<file path="config.mk">
export PLATFORM = sky130hd
export DESIGN_NAME = sdma_lifecycle_ctrl
export DESIGN_NICKNAME = d
export VERILOG_FILES = /design/src/rtl/sdma_lc_pkg.sv /design/src/rtl/sdma_lc_next.sv /design/src/rtl/sdma_lc_ctl_dec.sv /design/src/rtl/sdma_lc_disarm.sv /design/src/rtl/sdma_lifecycle_ctrl.sv
export SDC_FILE = /design/constraint.sdc
export NUM_CORES = 1
export LEC_CHECK = 0
export CAP_MARGIN = 20
export CORE_MARGIN = 3
export CORE_UTILIZATION = 42
export DETAILED_ROUTE_END_ITERATION = 12
export PLACE_DENSITY = 0.76
export SLEW_MARGIN = 20
export SYNTH_ARGS = -nofsm -noshare
export SYNTH_HDL_FRONTEND = slang
export SYNTH_SLANG_ARGS = --single-unit
</file>
<file path="constraint.sdc">
create_clock -name clk -period 6.3 [get_ports clk]
set_clock_uncertainty 0.15 [all_clocks]
set_input_delay 1.26 -clock clk [delete_from_list [all_inputs] [get_ports clk]]
set_output_delay 1.26 -clock clk [all_outputs]
set_load 0.005 [all_outputs]
</file>
<file path="src/rtl/sdma_lc_pkg.sv">
package sdma_lc_pkg;

   typedef enum logic [2:0] {
      ST_DOWN     = 3'd0,
      ST_STARTUP  = 3'd1,
      ST_IDLE     = 3'd2,
      ST_SWCLEAN  = 3'd3,
      ST_HWCLEAN  = 3'd4,
      ST_HALTWAIT = 3'd5,
      ST_RUN      = 3'd6
   } lc_state_e;

   typedef enum logic [3:0] {
      EV_GO_DOWN    = 4'd0,
      EV_GO_START   = 4'd1,
      EV_HW_STARTED = 4'd2,
      EV_GO_RUN     = 4'd3,
      EV_SW_CLEANED = 4'd4,
      EV_HW_CLEANED = 4'd5,
      EV_HW_HALTED  = 4'd6,
      EV_GO_IDLE    = 4'd7,
      EV_ERR_A      = 4'd8,
      EV_ERR_B      = 4'd9,
      EV_TICK       = 4'd10
   } lc_event_e;

   localparam int unsigned EV_COUNT = 11;

   typedef struct packed {
      logic sw_clean;
      logic hw_clean;
      logic hw_start;
      logic teardown;
   } lc_action_t;

   typedef struct packed {
      logic enable;
      logic irq_en;
      logic halt;
      logic drain;
   } lc_ctl_t;

   function automatic lc_ctl_t ctl_of(lc_state_e s);
      lc_ctl_t c;
      c.enable = (s == ST_RUN);
      c.irq_en = (s == ST_RUN);
      c.halt   = (s != ST_RUN);
      c.drain  = (s == ST_SWCLEAN) || (s == ST_HWCLEAN);
      return c;
   endfunction

endpackage

</file>
<file path="src/rtl/sdma_lc_next.sv">
module sdma_lc_next
   import sdma_lc_pkg::*;
(
   input  lc_state_e  cur_state,
   input  logic       cur_flag,
   input  logic       evt_ok,
   input  lc_event_e  evt,
   output lc_state_e  nxt_state,
   output logic       nxt_flag,
   output lc_action_t nxt_act
);

   always_comb begin
      nxt_state = cur_state;
      nxt_flag  = cur_flag;
      nxt_act   = '0;
      if (evt_ok) begin
         unique case (cur_state)
            ST_DOWN: begin
               case (evt)
                  EV_GO_RUN: begin
                     nxt_flag  = 1'b1;
                     nxt_state = ST_STARTUP;
                  end
                  EV_GO_START:   nxt_state = ST_STARTUP;
                  EV_SW_CLEANED: nxt_act.teardown = 1'b1;
                  default: ;
               endcase
            end
            ST_STARTUP: begin
               case (evt)
                  EV_GO_DOWN: begin
                     nxt_state        = ST_DOWN;
                     nxt_act.teardown = 1'b1;
                  end
                  EV_HW_STARTED: nxt_state = cur_flag ? ST_RUN : ST_IDLE;
                  EV_GO_RUN:     nxt_flag  = 1'b1;
                  EV_GO_IDLE:    nxt_flag  = 1'b0;
                  default: ;
               endcase
            end
            ST_IDLE: begin
               case (evt)
                  EV_GO_DOWN: begin
                     nxt_state        = ST_DOWN;
                     nxt_act.teardown = 1'b1;
                  end
                  EV_GO_RUN: begin
                     nxt_state = ST_RUN;
                     nxt_flag  = 1'b1;
                  end
                  default: ;
               endcase
            end
            ST_SWCLEAN: begin
               case (evt)
                  EV_GO_DOWN:    nxt_state = ST_DOWN;
                  EV_GO_RUN:     nxt_flag  = 1'b1;
                  EV_GO_IDLE:    nxt_flag  = 1'b0;
                  EV_SW_CLEANED: begin
                     nxt_state        = ST_STARTUP;
                     nxt_act.hw_start = 1'b1;
                  end
                  default: ;
               endcase
            end
            ST_HWCLEAN: begin
               case (evt)
                  EV_GO_DOWN: begin
                     nxt_state        = ST_DOWN;
                     nxt_act.sw_clean = 1'b1;
                  end
                  EV_GO_RUN:  nxt_flag = 1'b1;
                  EV_GO_IDLE: nxt_flag = 1'b0;
                  EV_HW_CLEANED: begin
                     nxt_state        = ST_SWCLEAN;
                     nxt_act.sw_clean = 1'b1;
                  end
                  default: ;
               endcase
            end
            ST_HALTWAIT: begin
               case (evt)
                  EV_GO_DOWN: begin
                     nxt_state        = ST_DOWN;
                     nxt_act.sw_clean = 1'b1;
                  end
                  EV_GO_RUN:  nxt_flag = 1'b1;
                  EV_GO_IDLE: nxt_flag = 1'b0;
                  EV_HW_HALTED: begin
                     nxt_state        = ST_HWCLEAN;
                     nxt_act.hw_clean = 1'b1;
                  end
                  default: ;
               endcase
            end
            ST_RUN: begin
               case (evt)
                  EV_GO_DOWN: begin
                     nxt_state        = ST_DOWN;
                     nxt_act.sw_clean = 1'b1;
                  end
                  EV_HW_HALTED, EV_ERR_A: begin
                     nxt_state        = ST_SWCLEAN;
                     nxt_act.sw_clean = 1'b1;
                  end
                  EV_GO_IDLE: begin
                     nxt_state = ST_HALTWAIT;
                     nxt_flag  = 1'b0;
                  end
                  EV_ERR_B: nxt_state = ST_HALTWAIT;
                  default: ;
               endcase
            end
            default: nxt_state = ST_DOWN;
         endcase
      end
   end

endmodule

</file>
<file path="src/rtl/sdma_lc_ctl_dec.sv">
module sdma_lc_ctl_dec
   import sdma_lc_pkg::*;
#(
   parameter bit REGISTERED = 1'b1
)(
   input  logic      clk,
   input  logic      rst_n,
   input  lc_state_e src_state,
   output lc_ctl_t   ctl
);

   generate
      if (REGISTERED) begin : g_reg
         lc_ctl_t ctl_q;
         always_ff @(posedge clk or negedge rst_n) begin
            if (!rst_n) ctl_q <= ctl_of(ST_DOWN);
            else        ctl_q <= ctl_of(src_state);
         end
         assign ctl = ctl_q;
      end else begin : g_comb
         assign ctl = ctl_of(src_state);
      end
   endgenerate

endmodule

</file>
<file path="src/rtl/sdma_lc_disarm.sv">
module sdma_lc_disarm #(
   parameter int NUM_BUFS  = 16,
   parameter int DISARM_LO = 2,
   parameter int DISARM_HI = 10
)(
   input  logic                fire,
   output logic [NUM_BUFS-1:0] mask
);

   generate
      for (genvar i = 0; i < NUM_BUFS; i++) begin : g_bit
         if (i >= DISARM_LO && i < DISARM_HI) begin : g_in
            assign mask[i] = fire;
         end else begin : g_out
            assign mask[i] = 1'b0;
         end
      end
   endgenerate

endmodule

</file>
<file path="src/rtl/sdma_lifecycle_ctrl.sv">
module sdma_lifecycle_ctrl
   import sdma_lc_pkg::*;
#(
   parameter int EVT_W          = 4,
   parameter int NUM_BUFS       = 16,
   parameter int DISARM_LO      = 2,
   parameter int DISARM_HI      = 10,
   parameter bit CTL_REGISTERED = 1'b1
)(
   input  logic                clk,
   input  logic                rst_n,
   input  logic                evt_valid,
   input  logic [EVT_W-1:0]    evt_code,
   output logic                ctl_enable,
   output logic                ctl_irq_en,
   output logic                ctl_halt,
   output logic                ctl_drain,
   output logic                start_sw_clean,
   output logic                start_hw_clean,
   output logic                start_hw_up,
   output logic                teardown_done,
   output logic [NUM_BUFS-1:0] disarm_mask,
   output logic                run_req,
   output logic                running,
   output logic [2:0]          state_o,
   output logic [2:0]          prev_state_o,
   output logic [3:0]          last_event_o
);

   generate
      if (EVT_W < 4) begin : g_bad_evt_w
         $error("EVT_W must be at least 4");
      end
      if (DISARM_LO < 0 || DISARM_LO >= DISARM_HI || DISARM_HI > NUM_BUFS) begin : g_bad_range
         $error("disarm window must be non-empty and inside NUM_BUFS");
      end
   endgenerate

   localparam logic [EVT_W-1:0] CODE_LIMIT = EVT_W'(EV_COUNT);

   logic       evt_ok;
   lc_event_e  evt;
   lc_state_e  state_q, prev_q, nxt_state;
   lc_event_e  last_q;
   logic       flag_q, nxt_flag;
   lc_action_t act_q, nxt_act;
   lc_ctl_t    ctl;

   assign evt_ok = evt_valid && (evt_code < CODE_LIMIT);
   assign evt    = lc_event_e'(evt_code[3:0]);

   sdma_lc_next u_next (
      .cur_state (state_q),
      .cur_flag  (flag_q),
      .evt_ok    (evt_ok),
      .evt       (evt),
      .nxt_state (nxt_state),
      .nxt_flag  (nxt_flag),
      .nxt_act   (nxt_act)
   );

   always_ff @(posedge clk or negedge rst_n) begin
      if (!rst_n) begin
         state_q <= ST_DOWN;
         prev_q  <= ST_DOWN;
         last_q  <= EV_GO_DOWN;
         flag_q  <= 1'b0;
         act_q   <= '0;
      end else begin
         state_q <= nxt_state;
         flag_q  <= nxt_flag;
         act_q   <= nxt_act;
         if (nxt_state != state_q) prev_q <= state_q;
         if (evt_ok)               last_q <= evt;
      end
   end

   sdma_lc_ctl_dec #(.REGISTERED(CTL_REGISTERED)) u_dec (
      .clk       (clk),
      .rst_n     (rst_n),
      .src_state (CTL_REGISTERED ? nxt_state : state_q),
      .ctl       (ctl)
   );

   sdma_lc_disarm #(
      .NUM_BUFS  (NUM_BUFS),
      .DISARM_LO (DISARM_LO),
      .DISARM_HI (DISARM_HI)
   ) u_disarm (
      .fire (act_q.hw_start),
      .mask (disarm_mask)
   );

   assign ctl_enable     = ctl.enable;
   assign ctl_irq_en     = ctl.irq_en;
   assign ctl_halt       = ctl.halt;
   assign ctl_drain      = ctl.drain;
   assign start_sw_clean = act_q.sw_clean;
   assign start_hw_clean = act_q.hw_clean;
   assign start_hw_up    = act_q.hw_start;
   assign teardown_done  = act_q.teardown;
   assign run_req        = flag_q;
   assign running        = (state_q == ST_RUN);
   assign state_o        = state_q;
   assign prev_state_o   = prev_q;
   assign last_event_o   = last_q;

endmodule

</file>
Word level (Yosys, flattened, before mapping) --
Index checks and enable logic that the tools add are counted.
Operators by class: muxes and demuxes 24, reductions and logical operators 14, equality and inequality tests 23, magnitude comparators 1
Operator list (count):
- $pmux 3 s2 | 5
- $pmux 3 s7 | 1
- $eq 4x3->1 const B | 4
- $eq 3x3->1 const B | 5
- $reduce_or 2->1 | 6
- $eq 3x2->1 const B | 3
- $mux 1 | 9
- $mux 3 | 3
- $pmux 3 s3 | 1
- $eq 4x2->1 const B | 2
- $eq 4x4->1 const B | 2
- $pmux 1 s3 | 2
- $reduce_and 5->1 | 1
- $eq 4x1->1 const B | 1
- $logic_not 4->1 | 1
- $lt 4x4->1 const B | 1
- $mux 4 | 1
- $ne 2x1->1 const B | 2
- $pmux 1 s2 | 2
- $reduce_or 4->1 | 1
- $eq 3x1->1 const B | 1
- $logic_not 3->1 | 1
- $ne 3x1->1 const B | 1
- $ne 3x3->1 | 1
- 5 further kinds | 5
Word-level totals: register bits after elaboration 18, output and inout port bits 36, logic and storage cells 73, input port bits 7

Longest topological paths before layout --
Gate-level depths: netlist (run 1).
word-level depth 7, gate-level depth with buffers 8

Hierarchy --
A second synthesis (run 1) with hierarchy kept.
Second synthesis, totals: cells, all modules 144, area total of the unflattened synthesis 1281.2 um^2
Modules (own cells, without submodules):
- sdma_lifecycle_ctrl | instances 1, cells an instance 43, area an instance 548.0 um^2, seq. area each 375.4 um^2
- sdma_lc_next | instances 1, cells an instance 74, area an instance 495.5 um^2, seq. area each 0.0 um^2
- sdma_lc_disarm | instances 1, cells an instance 17, area an instance 123.9 um^2, seq. area each 0.0 um^2
- sdma_lc_ctl_dec | instances 1, cells an instance 10, area an instance 113.9 um^2, seq. area each 76.3 um^2

Worst setup path after synthesis (run 1) --
OpenSTA, ideal clock, no wires.
kind input port to flip-flop, start point input evt_code[3], end point register prev_q[0], in the netlist prev_state_o[0], library setup time 125 ps, cell stages on the path 7, required time 6025 ps, buffers on the path 1, data arrival time 2873 ps, slack 3152 ps, cells stage by stage buf_6 or4_4 a32oi_2 a211oi_1 a21oi_2 and4_4 mux2_4
Between the ends: cells in the longest elaborated chain, start to end 6
RTL lines:
- start, declared | line sdma_lifecycle_ctrl.sv:13 | input logic [EVT_W-1:0] evt_code,
- $eq 4x4->1 (tied with other cells) | line sdma_lc_next.sv:98 | case (evt)
- $reduce_or 2->1, on equally long branches
- $pmux 3 s3 / $mux 3 (equally long branches) | line sdma_lc_next.sv:98, sdma_lc_next.sv:20
- $pmux 3 s7 | line sdma_lc_next.sv:18 | unique case (cur_state)
- $mux 3 * | line sdma_lc_next.sv:17 | if (evt_ok) begin
- $ne 3x3->1 * | line sdma_lifecycle_ctrl.sv:73 | if (nxt_state != state_q) prev_q <= state_q;
- end signal, assigned | line sdma_lifecycle_ctrl.sv:73
- end, declared | line sdma_lifecycle_ctrl.sv:43 | lc_state_e state_q, prev_q, nxt_state;
Every way passes the cells marked *; elsewhere a longest branch is shown, timed or not. A chain may end at the register's enable or synchronous reset.

Final worst setup path (run 1) --
start point input evt_code[0], end point register prev_q[2], in the netlist prev_state_o[2]
Same word-level chain as after synthesis.

==> results.ini, run 1 <==
[floorplan]
start_util=0.457
dieWidth_um=61.7
ioPinCount=43
die-area_sq_mm=0.00381
die_h_um=61.7
placementRows=19
coreArea_sq_mm=0.00285

[cells_and_area]
multi_input_area_sq_um=683
drive_gt1_frac=0.106
syn_to_final_growth_pct=19.9
fill_cells=277
final_area_sq_mm=0.00157
finalNetCount=169
seq_area_sq_um=452
antenna_cells=0

[grt]
grt_max_degree=24
grtUsageTotal=0.171
antenna_found_initial=0
grt_pass1_wl_mm=4.89
grt_pass1_vias=1056
grt_overflow=0

[clocking]
root_buffer=clkbuf_4
cts_resized=0
clkTransAtPathRegs_ps=100
insertion_delay_ps=310
tritoncts=built
htreeDepth=1
cts_made_buffers=3
cts.path.max_buffers=2
clock-sinks=18
cts_setup_buffers=0
hold_buffers=0

[timing]
slew_violations=0
max_freq_mhz=278
timing.final.crit_share=0.571
holdWs_ps=357
setup_tns_ps=0
hold_viol=0
slew_headroom=0.462
setup_viol=0
worst-slew-pin-transition_ps=805
rsz0062_at_grt=no
fin_crit_ps=3600

[place]
place_hpwl_mm=2.19
globalplace.congestion=0.876
dpl_cell_area_sq_mm=0.00153
io_buffers=34

[critical_path]
rrSetupSlack_ps=3850
reg2reg_to=prev_state_o[2]$_DFFE_PN0P_
r2r_start=state_o[1]$_DFF_PN0_
reg2regPathDepth=6
worstSetupPathType=in -> reg
worstSetupStartpointType=input pin
critPathRequiredTime_ps=6340
cp_max_fo=15
worst_ep_arrival_time_ps=3640
endpoint_kind=register

[synth]
synth_compound_area_frac=0.177
muxShareOfSynthArea=0.0767
synth_common_cells=buf_4, dfrtp_1, nor2_1
seq_area_frac_synth=0.346
async_reset_ff_frac=1.00
synth_xor_area_frac=0.00671
synthCells=144
yosys.area_share.simple=0.240
ys_types=51
synthTopCellsByArea=dfrtp_1, buf_4, nor2_1, mux2_2, mux2_4
syn_area_sq_mm=0.00131
synth_flop_cell=dfrtp_1
synth_edf_count=0
avgSynthCellArea_sq_um=9.06
synth_fa_ha_area_frac=0
yosys.area.top_type_share=0.326
ys_seq_elements=18
synth_warnings=0
synth_top_family_by_area=simple AND/OR/NAND/NOR gates
yosys.area.top_type=dfrtp_1

[power]
pwr-share-comb=0.500
p_switching_mw=0.226
leakagePower_nw=0.648
sw_frac_of_total=0.386
peakVddDrop_mv=0.322
power.internal_mw=0.359
pwr-share-seq=0.372
power_density_mw_per_mm2=373
p_clk_frac=0.128

[drt]
viasPerCell=5.71
first_iter_violations=39
dr_wl_met3_um=279
drt_first_pass_iters=4
postRouteWirelength_mm=3.00
num_vias=1096
ant_nets=0
met1_length_mm=1.30
met2_length_mm=1.38
wl_per_cell_um=15.6
top_layer=met4
drc=0

[flow_run]
maxCapViolations=0

[hold_path]
min_to=last_event_o[3]$_DFFE_PN0P_
hp-class=reg -> reg
worstHoldStart=last_event_o[3]$_DFFE_PN0P_
whs_path_depth=2

[status]
outcome=complete, no violations

==> final cells by class <==
cell class | count | area share
Multi-Input combinational cell | 101 | 0.436
Sequential cell | 18 | 0.289
Timing Repair Buffer | 34 | 0.217
Tap cell | 31 | 0.0248
Clock buffer | 4 | 0.0232
Inverter | 4 | 0.00959
==> layout by cell type, fill, tap and decap left out, drive strengths merged, types with 3 or more instances in the layout <==
master         instances
mux2                   7
dfrtp                 17
nor2                  13
and4                   3
nand2                  6
clkdlybuf4s50         34
nand2b                 5
nor3                   3
a31oi                  4
inv                    4
conb                   8
o21ai                  8
clkbuf                 4
a21oi                  5
a32oi                  3
and3b                  3
==> logic make-up after synthesis <==
kind of cell | count (synthesis)
other | 1
XOR/XNOR | 1
flip-flops | 18
AO/OA/AOI/OAI | 33
AND/OR/NAND/NOR | 51
buffers and inverters | 32
multiplexers | 8
==> metal layers <==
metal	up-vias	GRT usage
met4	0	0.0455
li1	524	-
met2	61	0.263
met1	504	0.237
met5	-	0
met3	7	0.0496
==> metrics by stage <==
step	power, mW	cells	setup slack (ps)	util
after detailed placement	0.511	188	2390	0.536
after global placement	0.505	188	2430	0.536
after floorplan	0.396	151	3150	-
after CTS	0.586	192	2720	0.549
after global routing	0.627	192	2600	0.549
final	0.585	192	2700	0.549
==> worst max-delay path by stage <==
| stage | startpoint | end | depth (start not counted) | slack, ps |
|---|---|---|---|---|
| 2_1_floorplan | evt_code[3] | prev_state_o[0]$_DFFE_PN0P_ | 7 | 3150 |
| 3_3_place_gp | evt_code[0] | prev_state_o[1]$_DFFE_PN0P_ | 7 | 2430 |
| 3_5_place_dp | evt_code[0] | prev_state_o[2]$_DFFE_PN0P_ | 7 | 2390 |
| 4_1_cts | evt_code[0] | prev_state_o[2]$_DFFE_PN0P_ | 7 | 2720 |
| 5_1_grt | state_o[1]$_DFF_PN0_ | running | 3 | 2600 |
| 6_report | evt_code[0] | prev_state_o[2]$_DFFE_PN0P_ | 7 | 2700 |
==> critical path, cell delays in order <==
cell	delay (ps)
clkdlybuf4s50_1	640
or4_4	660
a32oi_2	260
a211oi_1	120
a21oi_2	130
and4_4	260
mux2_4	310
==> flip-flops by register name (all words and copies together), names as in the netlist <==
signal,count
teardown_done,1
start_sw_clean,1
run_req,1
state_o,3
u_dec.ctl,3
last_event_o,4
prev_state_o,3
start_hw_up,1
start_hw_clean,1
==> power by group through the flow <==
| stage | registers, mW | logic [mW] | clock network, mW |
|---|---|---|---|
| 4_1_cts | 0.217 | 0.294 | 0.0751 |
| 3_5_place_dp | 0.217 | 0.293 | 0 |
| 3_3_place_gp | 0.219 | 0.286 | 0 |
| 2_1_floorplan | 0.180 | 0.216 | 0 |
| 5_1_grt | 0.228 | 0.319 | 0.0799 |
| 6_report | 0.217 | 0.293 | 0.0747 |
Power figures use the tool's default switching activity.
==> run 2, diff against run 1 <==
CORE_UTILIZATION = 41   (was 42)
PLACE_DENSITY = 0.78   (was 0.76)
clock period = 3.3 ns   (was 6.3 ns; I/O delays follow)
==> run 2 against run 1 <==
Net effect: non-clock buffer count up 7; total power rose by 92%; register-to-register slack got worse by 3100 ps; critical endpoint unchanged; largest cell class unchanged; largest power group unchanged; highest routed layer unchanged.
==> results.ini, run 2 (synthesis results as in run 1) <==
[status]
outcome=complete, no violations  ; unchanged

[timing]
holdWs_ps=361  ; was 357 ps
setup_viol=0  ; unchanged
worst-slew-pin-transition_ps=776  ; was 805 ps
layout_setup_ws_ps=542  ; was 2700 ps
slew_violations=0  ; unchanged
rsz0062_at_grt=no  ; unchanged
timing.final.crit_share=0.836
max_freq_mhz=363
fin_crit_ps=2760
setup_tns_ps=0  ; unchanged
hold_viol=0  ; unchanged
slew_headroom=0.481  ; was 0.462

[clocking]
tritoncts=built  ; unchanged
htreeDepth=1  ; unchanged
insertion_delay_ps=290  ; was 310 ps
clock-sinks=18  ; unchanged
clkTransAtPathRegs_ps=100  ; about the same
cts_made_buffers=3  ; unchanged
cts_setup_buffers=0  ; unchanged
hold_buffers=0  ; unchanged
cts.path.max_buffers=2  ; unchanged
root_buffer=clkbuf_4  ; unchanged
cts_resized=0  ; unchanged

[cells_and_area]
multi_input_area_sq_um=683  ; unchanged
final_area_sq_mm=0.00163  ; was 0.00157 sq mm
antenna_cells=0  ; unchanged
final_core_util=0.563  ; was 0.549
layout_commonest_cell=clkdlybuf4s50_1  ; unchanged
syn_to_final_growth_pct=25.0  ; was 19.9%
seq_area_sq_um=452  ; unchanged
drive_gt1_frac=0.143  ; was 0.106
largest_register_ffs=4  ; unchanged
instances_no_fill=210  ; was 192
layout_common_cells=clkdlybuf4s50_1, dfrtp_1, nor2_1  ; unchanged
finalNetCount=176  ; was 169
fill_cells=282  ; was 277

[grt]
grt_pass1_vias=1077  ; was 1056
antenna_found_initial=0  ; unchanged
grt_pass1_wl_mm=5.02  ; was 4.89 mm
grt_overflow=0  ; unchanged
grtUsageTotal=0.158  ; was 0.171
grt_max_degree=24  ; unchanged

[place]
dpl_cell_area_sq_mm=0.00160  ; was 0.00153 sq mm
post-place-ws_ps=242  ; was 2390 ps
io_buffers=34  ; unchanged
place_hpwl_mm=2.30  ; was 2.19 mm
post-place-cells=206  ; was 188
globalplace.congestion=0.855  ; was 0.876

[drt]
postRouteWirelength_mm=3.03  ; was 3.00 mm
drc=0  ; unchanged
first_iter_violations=25  ; was 39
wl_per_cell_um=14.4  ; was 15.6 um
viasPerCell=5.38  ; was 5.71
drt_first_pass_iters=4  ; unchanged
ant_nets=0  ; unchanged
num_vias=1129  ; was 1096

[critical_path]
reg2reg_to=u_dec.ctl[0]$_DFF_PN0_  ; was prev_state_o[2]$_DFFE_PN0P_
cp-endpoint=prev_state_o[2]$_DFFE_PN0P_  ; unchanged
worst_ep_arrival_time_ps=2790  ; was 3640 ps
slowest_delay_ps=540  ; was 660 ps
crit_cells=7  ; unchanged
reg2regPathDepth=6  ; unchanged
rrSetupSlack_ps=790  ; was 3850 ps
slowest_stage=clkdlybuf4s50_1  ; was or4_4
worstSetupPathType=in -> reg  ; unchanged
crit_start=evt_code[2]  ; was evt_code[0]
path_buf_inv=1  ; unchanged
critical-path-top-delay-family=simple AND/OR/NAND/NOR gates  ; unchanged
cp_max_fo=8  ; was 15
r2r_start=state_o[0]$_DFF_PN0_  ; was state_o[1]$_DFF_PN0_
worstPathCellList=clkdlybuf4s50_1 -> or4_4 -> a32oi_2 -> a211oi_1 -> a21oi_2 -> and4_4 -> mux2_4  ; unchanged
endpoint_kind=register  ; unchanged
critPathRequiredTime_ps=3340  ; was 6340 ps
worstSetupStartpointType=input pin  ; unchanged

[flow_run]
maxCapViolations=0  ; unchanged

[floorplan]
dieWidth_um=62.4  ; was 61.7 um
placementRows=19  ; unchanged
die_h_um=62.4  ; was 61.7 um
coreArea_sq_mm=0.00290  ; was 0.00285 sq mm
die-area_sq_mm=0.00390  ; was 0.00381 sq mm
start_util=0.450  ; was 0.457
ioPinCount=43  ; unchanged

[power]
leakagePower_nw=0.682  ; was 0.648 nW
finalPower_mw=1.12  ; was 0.585 mW
peakVddDrop_mv=0.611  ; was 0.322 mV
power_density_mw_per_mm2=689  ; was 373 mW/mm^2

[hold_path]
hp-class=reg -> reg  ; unchanged

==> run 2: power breakdown <==
part           internal [mW]  switching (mW)
logic                  0.342           0.266
clock network         0.0673          0.0670
registers              0.289          0.0924
total                  0.699           0.425
==> run 2: routing by layer <==
layer / up-vias / global-route usage / part of all wire
li1: 539 / - / -
met1: 525 / 0.200 / 0.41
met2: 63 / 0.261 / 0.47
met3: 2 / 0.0594 / 0.11
met4: 0 / 0.0248 / 0.0046
met5: - / 0 / 0
==> run 2: worst min path at each step <==
stage,startpoint,to,slack [ps],depth (start not counted)
floorplan,rst_n,last_event_o[0]$_DFFE_PN0P_,210,0
global placement,last_event_o[3]$_DFFE_PN0P_,last_event_o[3]$_DFFE_PN0P_,330,2
detailed placement,last_event_o[3]$_DFFE_PN0P_,last_event_o[3]$_DFFE_PN0P_,340,2
CTS,last_event_o[3]$_DFFE_PN0P_,last_event_o[3]$_DFFE_PN0P_,360,2
global route,last_event_o[3]$_DFFE_PN0P_,last_event_o[3]$_DFFE_PN0P_,390,2
finish,last_event_o[3]$_DFFE_PN0P_,last_event_o[3]$_DFFE_PN0P_,360,2
==> run 2: area by class of cell <==
| type | instances | share of cell area |
|---|---|---|
| timing repair buffer | 41 | 0.241 |
| tap | 42 | 0.0322 |
| inverter | 4 | 0.00920 |
| sequential | 18 | 0.277 |
| clock buffer | 4 | 0.0222 |
| multi-input combinational | 101 | 0.419 |
==> run 2: worst reg2reg max path: cells and delay by family (launching register included) <==
kind / cells / cell delay (ps)
AO/OA/AOI/OAI: 3 / 860
flip-flops: 1 / 760
multiplexers: 1 / 70
AND/OR/NAND/NOR: 2 / 550
